File: src/rtl/pmic_bridge_pkg.sv
package pmic_bridge_pkg;

  localparam int REG_AW = 12;
  localparam int REG_DW = 16;

  localparam logic [15:0] OFF_CTRL    = 16'h0004;
  localparam logic [15:0] OFF_CFG     = 16'h0020;
  localparam logic [15:0] OFF_RD_CMD  = 16'h0028;
  localparam logic [15:0] OFF_RD_DATA = 16'h002C;
  localparam logic [15:0] OFF_FIFO    = 16'h0030;
  localparam logic [15:0] OFF_CHAN_LO = 16'h0040;
  localparam logic [15:0] OFF_CHAN_HI = 16'h020C;

  localparam int FORCE_BIT = 30;
  localparam int OVF_BIT   = 12;

  typedef struct packed {
    logic [REG_AW-1:0] addr;
    logic [REG_DW-1:0] data;
  } wr_entry_t;

  typedef struct packed {
    logic              wr;
    logic [REG_AW-1:0] addr;
    logic [REG_DW-1:0] data;
  } dn_req_t;

  function automatic logic in_slave_win(input logic [15:0] a);
    return a[15:12] == 4'h8;
  endfunction

  function automatic logic [31:0] pack_rd_word(input logic busy,
                                               input logic [REG_AW-1:0] a,
                                               input logic [REG_DW-1:0] d);
    return {busy, 3'b000, a, d};
  endfunction

  function automatic logic [31:0] pack_fifo_word(input logic ovf, input logic full,
                                                 input logic empty, input logic [9:0] lvl);
    return {19'd0, ovf, full, empty, lvl};
  endfunction

endpackage

File: src/rtl/pmic_bridge_fifo.sv
module pmic_bridge_fifo #(
  parameter int WIDTH = 28,
  parameter int DEPTH = 8,
  localparam int PTR_W = (DEPTH > 1) ? $clog2(DEPTH) : 1,
  localparam int LVL_W = $clog2(DEPTH + 1)
) (
  input  logic             clk,
  input  logic             rst_n,
  input  logic             push,
  input  logic [WIDTH-1:0] din,
  input  logic             pop,
  output logic [WIDTH-1:0] dout,
  output logic             full,
  output logic             empty,
  output logic [LVL_W-1:0] level
);

  logic [WIDTH-1:0] mem_q [DEPTH];
  logic [PTR_W-1:0] rd_ptr_q, wr_ptr_q;
  logic [LVL_W-1:0] cnt_q;
  logic             push_ok, pop_ok;

  function automatic logic [PTR_W-1:0] ptr_next(input logic [PTR_W-1:0] p);
    return (p == PTR_W'(DEPTH - 1)) ? '0 : p + 1'b1;
  endfunction

  assign full    = (cnt_q == LVL_W'(DEPTH));
  assign empty   = (cnt_q == '0);
  assign level   = cnt_q;
  assign push_ok = push & ~full;
  assign pop_ok  = pop & ~empty;
  assign dout    = mem_q[rd_ptr_q];

  always_ff @(posedge clk) begin
    if (push_ok) mem_q[wr_ptr_q] <= din;
  end

  always_ff @(posedge clk) begin
    if (!rst_n) begin
      rd_ptr_q <= '0;
      wr_ptr_q <= '0;
      cnt_q    <= '0;
    end else begin
      if (push_ok) wr_ptr_q <= ptr_next(wr_ptr_q);
      if (pop_ok)  rd_ptr_q <= ptr_next(rd_ptr_q);
      case ({push_ok, pop_ok})
        2'b10:   cnt_q <= cnt_q + 1'b1;
        2'b01:   cnt_q <= cnt_q - 1'b1;
        default: cnt_q <= cnt_q;
      endcase
    end
  end

endmodule

File: src/rtl/pmic_bridge_regs.sv
module pmic_bridge_regs
  import pmic_bridge_pkg::*;
#(
  parameter int NUM_CHAN = 50,
  localparam int HI_CH = NUM_CHAN - 32
) (
  input  logic                clk,
  input  logic                rst_n,
  input  logic                host_req,
  input  logic                host_we,
  input  logic [15:0]         host_addr,
  input  logic [31:0]         host_wdata,
  output logic [31:0]         host_rdata,
  input  logic                fifo_full,
  input  logic                fifo_empty,
  input  logic [9:0]          fifo_level,
  input  logic                rd_busy,
  input  logic [REG_AW-1:0]   rd_echo,
  input  logic [REG_DW-1:0]   rd_value,
  output logic                win_wr,
  output logic                fifo_push,
  output wr_entry_t           push_entry,
  output logic                rd_cmd_wr,
  output logic [REG_AW-1:0]   rd_cmd_addr,
  output logic                ovf,
  output logic                ovf_clr,
  output logic                cfg_force,
  output logic [NUM_CHAN-1:0] chan_en
);

  logic             host_wr, host_rd;
  logic [3:0]       ctrl_q;
  logic             force_q;
  logic             ovf_q;
  logic [31:2]      chan_lo_q;
  logic [HI_CH-1:0] chan_hi_q;

  assign host_wr     = host_req & host_we;
  assign host_rd     = host_req & ~host_we;
  assign win_wr      = host_wr & in_slave_win(host_addr);
  assign fifo_push   = win_wr & ~fifo_full;
  assign push_entry  = '{addr: host_addr[REG_AW-1:0], data: host_wdata[REG_DW-1:0]};
  assign rd_cmd_wr   = host_wr & (host_addr == OFF_RD_CMD);
  assign rd_cmd_addr = host_wdata[REG_AW-1:0];
  assign ovf_clr     = host_wr & (host_addr == OFF_FIFO) & host_wdata[OVF_BIT];
  assign ovf         = ovf_q;
  assign cfg_force   = force_q;
  assign chan_en     = {chan_hi_q, chan_lo_q, 2'b00};

  always_ff @(posedge clk) begin
    if (!rst_n) begin
      ctrl_q    <= '0;
      force_q   <= 1'b0;
      ovf_q     <= 1'b0;
      chan_lo_q <= '0;
      chan_hi_q <= '0;
    end else begin
      if (win_wr && fifo_full) ovf_q <= 1'b1;
      else if (ovf_clr)        ovf_q <= 1'b0;
      if (host_wr) begin
        case (host_addr)
          OFF_CTRL:    ctrl_q    <= host_wdata[3:0];
          OFF_CFG:     force_q   <= host_wdata[FORCE_BIT];
          OFF_CHAN_LO: chan_lo_q <= host_wdata[31:2];
          OFF_CHAN_HI: chan_hi_q <= host_wdata[HI_CH-1:0];
          default:     ;
        endcase
      end
    end
  end

  always_comb begin
    host_rdata = '0;
    if (host_rd) begin
      case (host_addr)
        OFF_CTRL:    host_rdata = {28'd0, ctrl_q};
        OFF_CFG:     host_rdata = {1'b0, force_q, 30'd0};
        OFF_RD_DATA: host_rdata = pack_rd_word(rd_busy, rd_echo, rd_value);
        OFF_FIFO:    host_rdata = pack_fifo_word(ovf_q, fifo_full, fifo_empty, fifo_level);
        OFF_CHAN_LO: host_rdata = {chan_lo_q, 2'b00};
        OFF_CHAN_HI: host_rdata = 32'(chan_hi_q);
        default:     host_rdata = '0;
      endcase
    end
  end

endmodule

File: src/rtl/pmic_bridge_sched.sv
module pmic_bridge_sched
  import pmic_bridge_pkg::*;
(
  input  logic              clk,
  input  logic              rst_n,
  input  logic              fifo_empty,
  input  wr_entry_t         fifo_head,
  output logic              fifo_pop,
  input  logic              rd_cmd_wr,
  input  logic [REG_AW-1:0] rd_cmd_addr,
  input  logic              dn_req_ready,
  input  logic              dn_rsp_valid,
  input  logic [REG_DW-1:0] dn_rsp_data,
  output logic              dn_req_valid,
  output dn_req_t           dn_req,
  output logic              rd_busy,
  output logic              rd_load,
  output logic [REG_AW-1:0] rd_echo,
  output logic [REG_DW-1:0] rd_value
);

  logic              slot_v_q;
  dn_req_t           slot_q;
  logic              rd_pend_q, rd_issued_q;
  logic [REG_AW-1:0] rd_addr_q;
  logic [REG_DW-1:0] rd_val_q;
  logic              slot_free, wr_load, rd_accept, rd_done;

  assign slot_free = ~slot_v_q | dn_req_ready;
  assign wr_load   = slot_free & ~fifo_empty;
  assign rd_load   = slot_free & fifo_empty & rd_pend_q & ~rd_issued_q;
  assign rd_accept = rd_cmd_wr & ~rd_pend_q;
  assign rd_done   = rd_issued_q & dn_rsp_valid;
  assign fifo_pop  = wr_load;

  assign dn_req_valid = slot_v_q;
  assign dn_req       = slot_q;
  assign rd_busy      = rd_pend_q;
  assign rd_echo      = rd_addr_q;
  assign rd_value     = rd_val_q;

  always_ff @(posedge clk) begin
    if (!rst_n) begin
      slot_v_q <= 1'b0;
      slot_q   <= '0;
    end else if (wr_load) begin
      slot_v_q <= 1'b1;
      slot_q   <= '{wr: 1'b1, addr: fifo_head.addr, data: fifo_head.data};
    end else if (rd_load) begin
      slot_v_q <= 1'b1;
      slot_q   <= '{wr: 1'b0, addr: rd_addr_q, data: '0};
    end else if (dn_req_ready) begin
      slot_v_q <= 1'b0;
    end
  end

  always_ff @(posedge clk) begin
    if (!rst_n) begin
      rd_pend_q   <= 1'b0;
      rd_issued_q <= 1'b0;
      rd_addr_q   <= '0;
      rd_val_q    <= '0;
    end else begin
      if (rd_accept) begin
        rd_pend_q <= 1'b1;
        rd_addr_q <= rd_cmd_addr;
      end
      if (rd_load) rd_issued_q <= 1'b1;
      if (rd_done) begin
        rd_pend_q   <= 1'b0;
        rd_issued_q <= 1'b0;
        rd_val_q    <= dn_rsp_data;
      end
    end
  end

endmodule

File: src/rtl/pmic_reg_bridge.sv
module pmic_reg_bridge
  import pmic_bridge_pkg::*;
#(
  parameter int FIFO_DEPTH = 8,
  parameter int NUM_CHAN   = 50,
  localparam int LVL_W = $clog2(FIFO_DEPTH + 1)
) (
  input  logic                clk,
  input  logic                rst_n,
  input  logic                host_req,
  input  logic                host_we,
  input  logic [15:0]         host_addr,
  input  logic [31:0]         host_wdata,
  output logic [31:0]         host_rdata,
  output logic                dn_req_valid,
  input  logic                dn_req_ready,
  output logic                dn_req_write,
  output logic [11:0]         dn_req_addr,
  output logic [15:0]         dn_req_wdata,
  input  logic                dn_rsp_valid,
  input  logic [15:0]         dn_rsp_data,
  output logic                clk_en,
  output logic [NUM_CHAN-1:0] chan_en
);

  logic              fifo_full_w, fifo_empty_w, fifo_push_w, fifo_pop_w;
  logic [LVL_W-1:0]  fifo_level_w;
  wr_entry_t         push_entry_w, fifo_head_w;
  logic              win_wr_w, rd_cmd_wr_w, ovf_w, ovf_clr_w, cfg_force_w;
  logic [REG_AW-1:0] rd_cmd_addr_w, rd_echo_w;
  logic [REG_DW-1:0] rd_value_w;
  logic              rd_busy_w, rd_load_w;
  dn_req_t           dn_req_w;

  pmic_bridge_regs #(.NUM_CHAN(NUM_CHAN)) regs_i (
    .clk         (clk),
    .rst_n       (rst_n),
    .host_req    (host_req),
    .host_we     (host_we),
    .host_addr   (host_addr),
    .host_wdata  (host_wdata),
    .host_rdata  (host_rdata),
    .fifo_full   (fifo_full_w),
    .fifo_empty  (fifo_empty_w),
    .fifo_level  (10'(fifo_level_w)),
    .rd_busy     (rd_busy_w),
    .rd_echo     (rd_echo_w),
    .rd_value    (rd_value_w),
    .win_wr      (win_wr_w),
    .fifo_push   (fifo_push_w),
    .push_entry  (push_entry_w),
    .rd_cmd_wr   (rd_cmd_wr_w),
    .rd_cmd_addr (rd_cmd_addr_w),
    .ovf         (ovf_w),
    .ovf_clr     (ovf_clr_w),
    .cfg_force   (cfg_force_w),
    .chan_en     (chan_en)
  );

  pmic_bridge_fifo #(.WIDTH($bits(wr_entry_t)), .DEPTH(FIFO_DEPTH)) fifo_i (
    .clk   (clk),
    .rst_n (rst_n),
    .push  (fifo_push_w),
    .din   (push_entry_w),
    .pop   (fifo_pop_w),
    .dout  (fifo_head_w),
    .full  (fifo_full_w),
    .empty (fifo_empty_w),
    .level (fifo_level_w)
  );

  pmic_bridge_sched sched_i (
    .clk          (clk),
    .rst_n        (rst_n),
    .fifo_empty   (fifo_empty_w),
    .fifo_head    (fifo_head_w),
    .fifo_pop     (fifo_pop_w),
    .rd_cmd_wr    (rd_cmd_wr_w),
    .rd_cmd_addr  (rd_cmd_addr_w),
    .dn_req_ready (dn_req_ready),
    .dn_rsp_valid (dn_rsp_valid),
    .dn_rsp_data  (dn_rsp_data),
    .dn_req_valid (dn_req_valid),
    .dn_req       (dn_req_w),
    .rd_busy      (rd_busy_w),
    .rd_load      (rd_load_w),
    .rd_echo      (rd_echo_w),
    .rd_value     (rd_value_w)
  );

  assign dn_req_write = dn_req_w.wr;
  assign dn_req_addr  = dn_req_w.addr;
  assign dn_req_wdata = dn_req_w.data;
  assign clk_en       = cfg_force_w | ~fifo_empty_w | dn_req_valid | rd_busy_w;

endmodule

File: config.mk
export PLATFORM = sky130hd
export DESIGN_NAME = pmic_reg_bridge
export DESIGN_NICKNAME = d
export VERILOG_FILES = /design/src/rtl/pmic_bridge_pkg.sv /design/src/rtl/pmic_bridge_fifo.sv /design/src/rtl/pmic_bridge_regs.sv /design/src/rtl/pmic_bridge_sched.sv /design/src/rtl/pmic_reg_bridge.sv
export SDC_FILE = /design/constraint.sdc
export NUM_CORES = 1
export LEC_CHECK = 0
export ABC_AREA = 0
export ABC_CLOCK_PERIOD_IN_PS = 4640
export CAP_MARGIN = 20
export CELL_PAD_IN_SITES_DETAIL_PLACEMENT = 1
export CELL_PAD_IN_SITES_GLOBAL_PLACEMENT = 2
export CORE_MARGIN = 2
export CORE_UTILIZATION = 35
export CTS_CLUSTER_DIAMETER = 100
export DETAILED_ROUTE_END_ITERATION = 10
export HOLD_SLACK_MARGIN = 0.05
export PLACE_DENSITY_LB_ADDON = 0.05
export SLEW_MARGIN = 30
export SYNTH_ARGS = -nofsm -noshare
export SYNTH_HDL_FRONTEND = slang
export SYNTH_HIERARCHICAL = 1
export SYNTH_SLANG_ARGS = --single-unit
export TNS_END_PERCENT = 50
File: constraint.sdc
create_clock -name clk -period 4.64 [get_ports clk]
set_input_delay 0.464 -clock clk [delete_from_list [all_inputs] [get_ports clk]]
set_output_delay 0.464 -clock clk [all_outputs]
set_load 0.02 [all_outputs]
==> results of run 1 <==
## layer usage
| metal | global-route usage (%) | vias up | part of all wire [%] |
|---|---|---|---|
| li1 | - | 4376 | - |
| met1 | 27.0 | 4897 | 44 |
| met2 | 35.5 | 188 | 49 |
| met3 | 3.86 | 50 | 4.3 |
| met4 | 5.85 | 0 | 2.0 |
| met5 | 0 | - | 0 |
## power breakdown
part           leakage, uW  switching (uW)  total [uW]  internal (uW)
logic              0.00203             114         201           87.1
clock network     0.000671            1310        3220           1920
registers          0.00304            5.06        3330           3320
total              0.00574            1430        6750           5330
## layout make-up
cell class                 count  area [um^2]  share of cell area, %
multi-input combinational    619         4960                   27.0
clock buffer                  55         1150                   6.24
clock inverter                21          211                   1.15
timing repair buffer         220         2100                   11.4
sequential                   351         9280                   50.4
tap                          539          674                   3.66
inverter                      13         48.8                  0.265
## metrics by stage
stage          std cells  power [uW]
2_1_floorplan       1099        3490
3_3_place_gp        1742        3590
3_5_place_dp        1742        3600
4_1_cts             1818        6860
5_1_grt             1818        6980
6_report            1818        6750
## cells in the mapped netlist (all sizes together) (2+ instances only)
master	instances	area share [%]
edfxtp	224	45
nand2	180	4.5
dfxtp	127	17
buf	85	3.9
a21boi	83	4.2
mux4	56	8.6
clkbuf	31	0.79
mux2	29	2.2
nor2	29	0.73
nor3	23	0.95
a22o	16	0.94
nor2b	16	0.67
nor3b	16	0.87
o21ai	15	0.50
nand4	14	0.59
a2111oi	13	1.2
a22oi	13	0.65
a31oi	13	0.55
inv	13	0.33
a32oi	11	0.65
mux2i	8	0.54
ha	7	0.59
nand2b	7	0.29
nor4	7	0.54
a21oi	6	0.20
and3	6	0.29
a222oi	5	0.34
and2	5	0.21
nand3	5	0.25
and4	3	0.18
nand3b	3	0.18
or3	3	0.13
and3b	2	0.12
conb	2	0.050
nor4b	2	0.12
o21a	2	0.10
o41ai	2	0.17
xor2	2	0.12
## registers in the layout, indices dropped and copies added (netlist names), named ones only
name and count:
regs_i/chan_lo_q 30, regs_i/ctrl_q 4, sched_i/dn_req 29, sched_i/rd_echo 12
fifo_i/mem_q 224, sched_i/rd_issued_q 1, sched_i/dn_req_valid 1, fifo_i/rd_ptr_q 3
regs_i/cfg_force 1, fifo_i/level 4, sched_i/rd_busy 1, regs_i/chan_hi_q 18
fifo_i/wr_ptr_q 3, regs_i/ovf 1, sched_i/rd_value 16
## kinds of logic (layout without fill, tap and decap cells)
group           after synthesis  in the layout
mux                          93             93
buf+inv                     129            309
simple gates                325            325
other cells                   2              8
compound gates              183            183
xor+xnor                      3              3
fa+ha+maj                     7              7
flops                       351            351
## worst max-delay path by stage
stage	endpoint	depth (start not counted)	slack (ns)
after floorplan	fifo_i/mem_q[0][0]	6	0.0009
after global placement	host_rdata[30]	7	0.58
after detailed placement	host_rdata[30]	7	0.55
after CTS	host_rdata[30]	7	0.53
after global routing	host_rdata[30]	7	0.37
final	host_rdata[30]	7	0.59
==> impl_metrics.yaml, run 1 <==
floorplan:
  pin_count: 183
  rows: 75
  coreArea_um2: 42000
  die-area_um2: 44300
  chipWidth_um: 210
  start_util_pct: 35.5
  die_height_um: 210
hold_path:
  min_path_type: "in -> reg"
  min_to: "sched_i/dn_req_valid"
  hold_path_depth: 2
  hold_path_startpoint: "rst_n"
timing:
  fin_skew_ns: 0.0269
  finalHoldViolations: 0
  rsz0062_at_grt: "false"
  tns_ns: 0
  relSlewSlack_pct: 36.8
  slew_violations: 0
  layout_min_cycle_time_ns: 4.05
  period_share_pct: 87.4
  finalSetupViolations: 0
  tightest_slew_ns: 0.943
  fmax_ghz: 0.247
  fin_ws_ns: 0.587
  hold_slack_ns: 0.365
layout:
  final_cell_mix: "224 x edfxtp_1, 180 x nand2_1, 179 x clkdlybuf4s50_1"
  layout_commonest_cell: "edfxtp_1"
  final.fill_count: 4312
  drive_gt1_share_pct: 17.2
  antenna_cells: 0
  nNetsFinal: 1323
  post-route-util_pct: 43.8
  final_area_um2: 18400
  area_growth_syn_to_layout_pct: 23.5
critical_path:
  path_max_fanout: 18
  ff2ff_setup_slack_ns: 1.53
  timing.rr.end: "fifo_i/level[2]"
  startpoint: "host_addr[1]"
  path_buf_inv: 2
  worstSetupPathType: "in -> out"
  worst_setup_path_end_kind: "output port"
  cp_common_cell: "clkdlybuf4s50_1"
  cp_data_required_time_ns: 4.18
  path_delay_family: "buffers and inverters"
  crit_slowest_cell: "clkdlybuf4s50_1"
  rr_startpoint: "fifo_i/level[0]"
  crit_path_start_kind: "input pin"
  path_cells: "clkdlybuf4s50_1, nor3_2, nand3_4, a2111oi_2, o31ai_4, nor4_2, clkdlybuf4s50_1"
  reg2reg_depth: 11
  cp_slowest_stage_delay_ns: 0.69
  cp.arrival_ns: 3.59
logic_synthesis:
  synthCells: 1093
  ys_seq_area_share_pct: 62.2
  synth_area_per_cell_um2: 13.6
  syn_area_um2: 14900
  yosys.area_share.simple_pct: 10.9
  yosysWarningCount: 6
  synth_xor_area_share_pct: 0.176
  yosys_register_bits: 351
  ys_async_sr_fraction_pct: 0
  synth_compound_area_share_pct: 9.78
  synth.area.mux_share_pct: 11.3
  ys_types: 65
  synth-edff-count: 224
  yosys.area_share.adder_pct: 0.587
  ys.flop_type: "edfxtp_1"
  synth_top_family_by_area: "multiplexers"
detailed_routing:
  first_iter_violations: 543
  viasPerCell: 5.23
  wl_per_cell_um: 24.8
  wl_um: 45000
  firstDrtPassIters: 4
  detail-route-antenna-nets: 0
  drc: 0
  vias: 9511
cts:
  clock-sinks: 351
  clk_path_buf_depth: 3
  numCtsBuffers: 41
  cts_root_buffer: "clkbuf_16"
  post-cts-setup-buffers: 0
  ctsResizeCount: 0
  tritoncts: "yes"
  cts_htree_levels: 2
  clk-insertion-delay-late_ns: 0.57
  clkTransAtPathRegs_ns: 0.06
  hold_buffers: 0
global_route:
  overflow: 0
  track_usage_pct: 20.7
  grt_pass1_wl_um: 67600
  grt_max_degree: 57
  grt_pass1_vias: 10200
  antenna_found_initial: 1
place:
  dpl_worst_slack_ns: 0.554
  gp_congestion: 0.736
  place_area_um2: 17100
  io_buffers: 180
  dp.final_hpwl_um: 30200
power:
  p_leak_uw: 0.00574
  power_density_nw_per_um2: 367
  irDropWorstVdd_v: 0.000219
outcome:
  status: "finished clean"
job:
  cap_violations: 0
Power figures use the tool's default switching activity.
==> inputs of run 2 (changes only) <==
Settings changed: CTS_CLUSTER_SIZE set to 40.
==> impl_metrics.yaml, run 2 (synthesis results as in run 1) <==
layout:
  stdcell_count: 1768
  layout_commonest_cell: "edfxtp_1"
  final_cell_mix: "224 x edfxtp_1, 180 x nand2_1, 179 x clkdlybuf4s50_1"
  multiInputGateArea_um2: 4960
  drive_gt1_share_pct: 14.6
  nNetsFinal: 1297
  ff_latch_area_um2: 9280
  antenna_cells: 0
  largest-register: "fifo_i/mem_q"
  largest_register_ffs: 224
  post-route-util_pct: 41.8
  area_growth_syn_to_layout_pct: 17.9
  final.fill_count: 4345
cts:
  post-cts-setup-buffers: 0
  clkTransAtPathRegs_ns: 0.14
  tritoncts: "yes"
  cts_htree_levels: 1
  clock-sinks: 351
  clk-insertion-delay-late_ns: 0.56
  clk_path_buf_depth: 3
  ctsResizeCount: 0
  numCtsBuffers: 15
  cts_root_buffer: "clkbuf_16"
  hold_buffers: 0
hold_path:
  hold_path_depth: 2
  min_path_type: "in -> reg"
  hold_path_startpoint: "rst_n"
  min_to: "sched_i/dn_req_valid"
detailed_routing:
  drc: 0
  wl_per_cell_um: 25.1
  first_iter_violations: 560
  viasPerCell: 5.26
  detail-route-antenna-nets: 0
  vias: 9305
  firstDrtPassIters: 5
  wl_um: 44300
floorplan:
  pin_count: 183
  chipWidth_um: 210
  die-area_um2: 44300
  die_height_um: 210
  coreArea_um2: 42000
  rows: 75
  start_util_pct: 35.5
global_route:
  grt_pass1_wl_um: 66200
  use_met2_pct: 35.1
  use_met1_pct: 26.9
  grt_max_degree: 57
  antenna_found_initial: 1
  grtUsageMet3_pct: 3.31
  grt-busiest-layer: "met2"
  track_usage_pct: 20.2
  grt_pass1_vias: 9908
  overflow: 0
timing:
  slew_violations: 0
  tightest_slew_ns: 0.925
  period_share_pct: 87.8
  relSlewSlack_pct: 38.0
  finalHoldViolations: 0
  rsz0062_at_grt: "false"
  finalSetupViolations: 0
  tns_ns: 0
  layout_min_cycle_time_ns: 4.08
  fmax_ghz: 0.245
  fin_ws_ns: 0.565
  fin_skew_ns: 0.0424
place:
  gp_congestion: 0.736
  numPlacedInstances: 1742
  io_buffers: 180
  dpl_worst_slack_ns: 0.554
  dp.final_hpwl_um: 30200
critical_path:
  worst_setup_path_end_kind: "output port"
  cp_data_required_time_ns: 4.18
  timing.rr.end: "fifo_i/level[2]"
  rr_startpoint: "fifo_i/level[0]"
  path_max_fanout: 18
  ff2ff_setup_slack_ns: 1.48
  crit_path_start_kind: "input pin"
  reg2reg_depth: 11
  cp.arrival_ns: 3.61
  worstSetupPathType: "in -> out"
power:
  irDropWorstVdd_v: 0.000237
  power_density_nw_per_um2: 301
  total_power_uw: 5290
  p_leak_uw: 0.00532
job:
  cap_violations: 0
outcome:
  status: "finished clean"
-- run 2: cell count changes in the layout (fill, tap and decap cells not counted), moves of 3 or more --
cell,change
clkbuf_16,-26
clkinv_2,-8
clkbuf_8,-7
clkbuf_1,-6
clkinv_1,-4
bufinv_16,-3
-- run 2: worst max path at each step --
stage,start,endpoint,slack (ns),depth (start not counted)
6_report,host_addr[1],host_rdata[30],0.56,7
5_1_grt,host_addr[8],host_rdata[30],0.37,7
4_1_cts,host_addr[1],host_rdata[30],0.53,7
3_5_place_dp,host_addr[8],host_rdata[30],0.55,7
3_3_place_gp,host_addr[1],host_rdata[30],0.58,7
2_1_floorplan,host_addr[13],fifo_i/mem_q[0][0],0.0009,6
-- run 2: worst max-delay path: stages --
cell and delay [ns]:
clkdlybuf4s50_1 0.56, nor3_2 0.47, nand3_4 0.26, a2111oi_2 0.49, o31ai_4 0.28, nor4_2 0.39, clkdlybuf4s50_1 0.70
-- run 2: layer usage --
layer	share of wire, %	vias up	wire [um]
li1	-	4288	-
met1	45	4817	19800
met2	50	168	22100
met3	3.9	32	1740
met4	1.6	0	731
met5	0	-	0
-- run 2: power breakdown --
group | leakage [uW] | switching [uW] | total, uW | internal (uW)
clock network | 0.000254 | 1100 | 1770 | 670
logic | 0.00203 | 114 | 201 | 87.1
registers | 0.00304 | 5.05 | 3320 | 3320
total | 0.00532 | 1220 | 5290 | 4080
-- run 2: cell type report --
class                   count  area share, %
well taps                 539           3.83
repair buffers            220           11.9
flip-flops and latches    351           52.7
clock inverters            10          0.839
multi-input cells         619           28.2
clock buffers              16           2.16
inverters                  13          0.277
-- run 2: metrics by stage --
| step | hold slack [ns] | cell area (um^2) |
|---|---|---|
| after floorplan | 0.443 | 14900 |
| after global placement | 0.452 | 17100 |
| after detailed placement | 0.460 | 17100 |
| after CTS | 0.307 | 17600 |
| after global routing | 0.319 | 17600 |
| final | 0.340 | 17600 |
==> inputs of run 3 (changes only) <==
Settings changed: ABC_CLOCK_PERIOD_IN_PS 4640 to 5010, CORE_UTILIZATION 35 to 42.
Clock period 4.64 ns to 5.01 ns, I/O delays scaled along.
==> impl_metrics.yaml, run 3 (synthesis results as in run 1) <==
timing:
  rsz0062_at_grt: "false"
  fmax_ghz: 0.230
  fin_skew_ns: 0.0460
  layout_min_cycle_time_ns: 4.35
  tightest_slew_ns: 0.976
  slew_violations: 0
  finalSetupViolations: 0
  tns_ns: 0
  finalHoldViolations: 0
  relSlewSlack_pct: 34.5
  period_share_pct: 86.8
outcome:
  status: "finished clean"
detailed_routing:
  drc: 0
  wl_um: 41700
  wl_per_cell_um: 24.9
  firstDrtPassIters: 5
  viasPerCell: 5.51
  vias: 9243
  first_iter_violations: 620
  detail-route-antenna-nets: 0
layout:
  multiInputGateArea_um2: 4970
  final_area_um2: 17400
  largest_register_ffs: 224
  area_growth_syn_to_layout_pct: 16.8
  largest-register: "fifo_i/mem_q"
  layout_commonest_cell: "edfxtp_1"
  final.fill_count: 3544
  antenna_cells: 0
  drive_gt1_share_pct: 13.6
  ff_latch_area_um2: 9280
  nNetsFinal: 1284
  final_cell_mix: "224 x edfxtp_1, 180 x nand2_1, 179 x clkdlybuf4s50_1"
hold_path:
  hold_path_depth: 3
  min_to: "sched_i/dn_req[24]"
  hold_path_startpoint: "rst_n"
  min_path_type: "in -> reg"
place:
  dp.final_hpwl_um: 27100
  gp_congestion: 0.755
  place_area_um2: 16900
  io_buffers: 180
cts:
  cts_root_buffer: "clkbuf_16"
  post-cts-setup-buffers: 0
  tritoncts: "yes"
  clk-insertion-delay-late_ns: 0.54
  clock-sinks: 351
  clk_path_buf_depth: 3
  ctsResizeCount: 0
  clkTransAtPathRegs_ns: 0.14
  hold_buffers: 0
  numCtsBuffers: 15
  cts_htree_levels: 1
floorplan:
  chipWidth_um: 192
  coreArea_um2: 35200
  die_height_um: 192
  start_util_pct: 42.3
  rows: 69
  die-area_um2: 37000
  pin_count: 183
critical_path:
  crit_path_start_kind: "input pin"
  ff2ff_setup_slack_ns: 1.94
  path_delay_family: "buffers and inverters"
  cp.arrival_ns: 3.85
  timing.rr.end: "fifo_i/level[2]"
  cp_data_required_time_ns: 4.51
  cp_common_cell: "clkdlybuf4s50_1"
  cp_slowest_stage_delay_ns: 0.67
  rr_startpoint: "fifo_i/level[1]"
  path_max_fanout: 30
  crit_slowest_cell: "clkdlybuf4s50_1"
  worstSetupPathType: "in -> out"
  worst_setup_path_end_kind: "output port"
  reg2reg_depth: 11
  path_buf_inv: 3
  path_cells: "clkdlybuf4s50_1, nor3_2, nand3_4, a2111oi_2, o31ai_4, buf_4, nor4_2, clkdlybuf4s50_1"
global_route:
  grt_max_degree: 62
  track_usage_pct: 23.0
  grt_pass1_vias: 9924
  overflow: 0
  grt_pass1_wl_um: 62900
  antenna_found_initial: 1
power:
  total_power_uw: 4890
  p_leak_uw: 0.00525
  irDropWorstVdd_v: 0.000272
  power_density_nw_per_um2: 281
job:
  cap_violations: 0
-- run 3: changes by cell type in the layout (fill, tap and decap cells not counted), sizes merged --
| cell | previous run | this run |
|---|---|---|
| clkbuf | 16 | 19 |
| clkinv | 4 | 3 |
| buf | 41 | 28 |
| inv | 19 | 16 |
-- run 3: final cells by class --
| cell class | instances | share of cell area [%] |
|---|---|---|
| Clock buffer | 19 | 2.24 |
| Clock inverter | 6 | 0.841 |
| Inverter | 13 | 0.280 |
| Multi-Input combinational cell | 619 | 28.6 |
| Sequential cell | 351 | 53.3 |
| Tap cell | 461 | 3.31 |
| Timing Repair Buffer | 207 | 11.5 |
-- run 3: worst max path at each step --
stage                   from            endpoint  cells past startpoint
3_5_place_dp    host_addr[1]      host_rdata[30]                      8
5_1_grt         host_addr[1]      host_rdata[30]                      8
2_1_floorplan  host_addr[13]  fifo_i/mem_q[0][0]                      6
4_1_cts         host_addr[1]      host_rdata[30]                      8
3_3_place_gp    host_addr[1]      host_rdata[30]                      8
6_report        host_addr[1]      host_rdata[30]                      8
-- run 3: worst reg2reg max path: cells and delay by family, from the launching register on --
| family | cells | cell delay (ns) |
|---|---|---|
| AOI/OAI and AO/OA | 3 | 0.72 |
| xor gates and xnor gates | 2 | 0.26 |
| adders and majority gates | 2 | 0.55 |
| DFF | 1 | 0.57 |
| and+or+nand+nor | 4 | 0.91 |
-- run 3: power breakdown --
group	internal [uW]	switching, uW
Clock	628	1000
Combinational	80.2	106
Sequential	3070	3.98
-- run 3: routing by layer --
layer | vias to the layer above | global-route usage [%] | wire length (um)
met5 | - | 0 | 12
met4 | 2 | 4.61 | 796
met3 | 41 | 3.62 | 1880
met2 | 202 | 38.5 | 20100
met1 | 4748 | 31.8 | 18900
li1 | 4250 | - | -
-- run 3: metrics by stage --
step           utilization (%)  instances  worst slack (ns)  hold WS (ns)
2_1_floorplan                -       1099             0.334         0.443
3_3_place_gp              47.9       1651             0.775         0.453
3_5_place_dp              47.9       1651             0.725         0.462
4_1_cts                   49.4       1676             0.701         0.347
5_1_grt                   49.4       1676             0.497         0.353
6_report                  49.4       1676             0.663         0.357
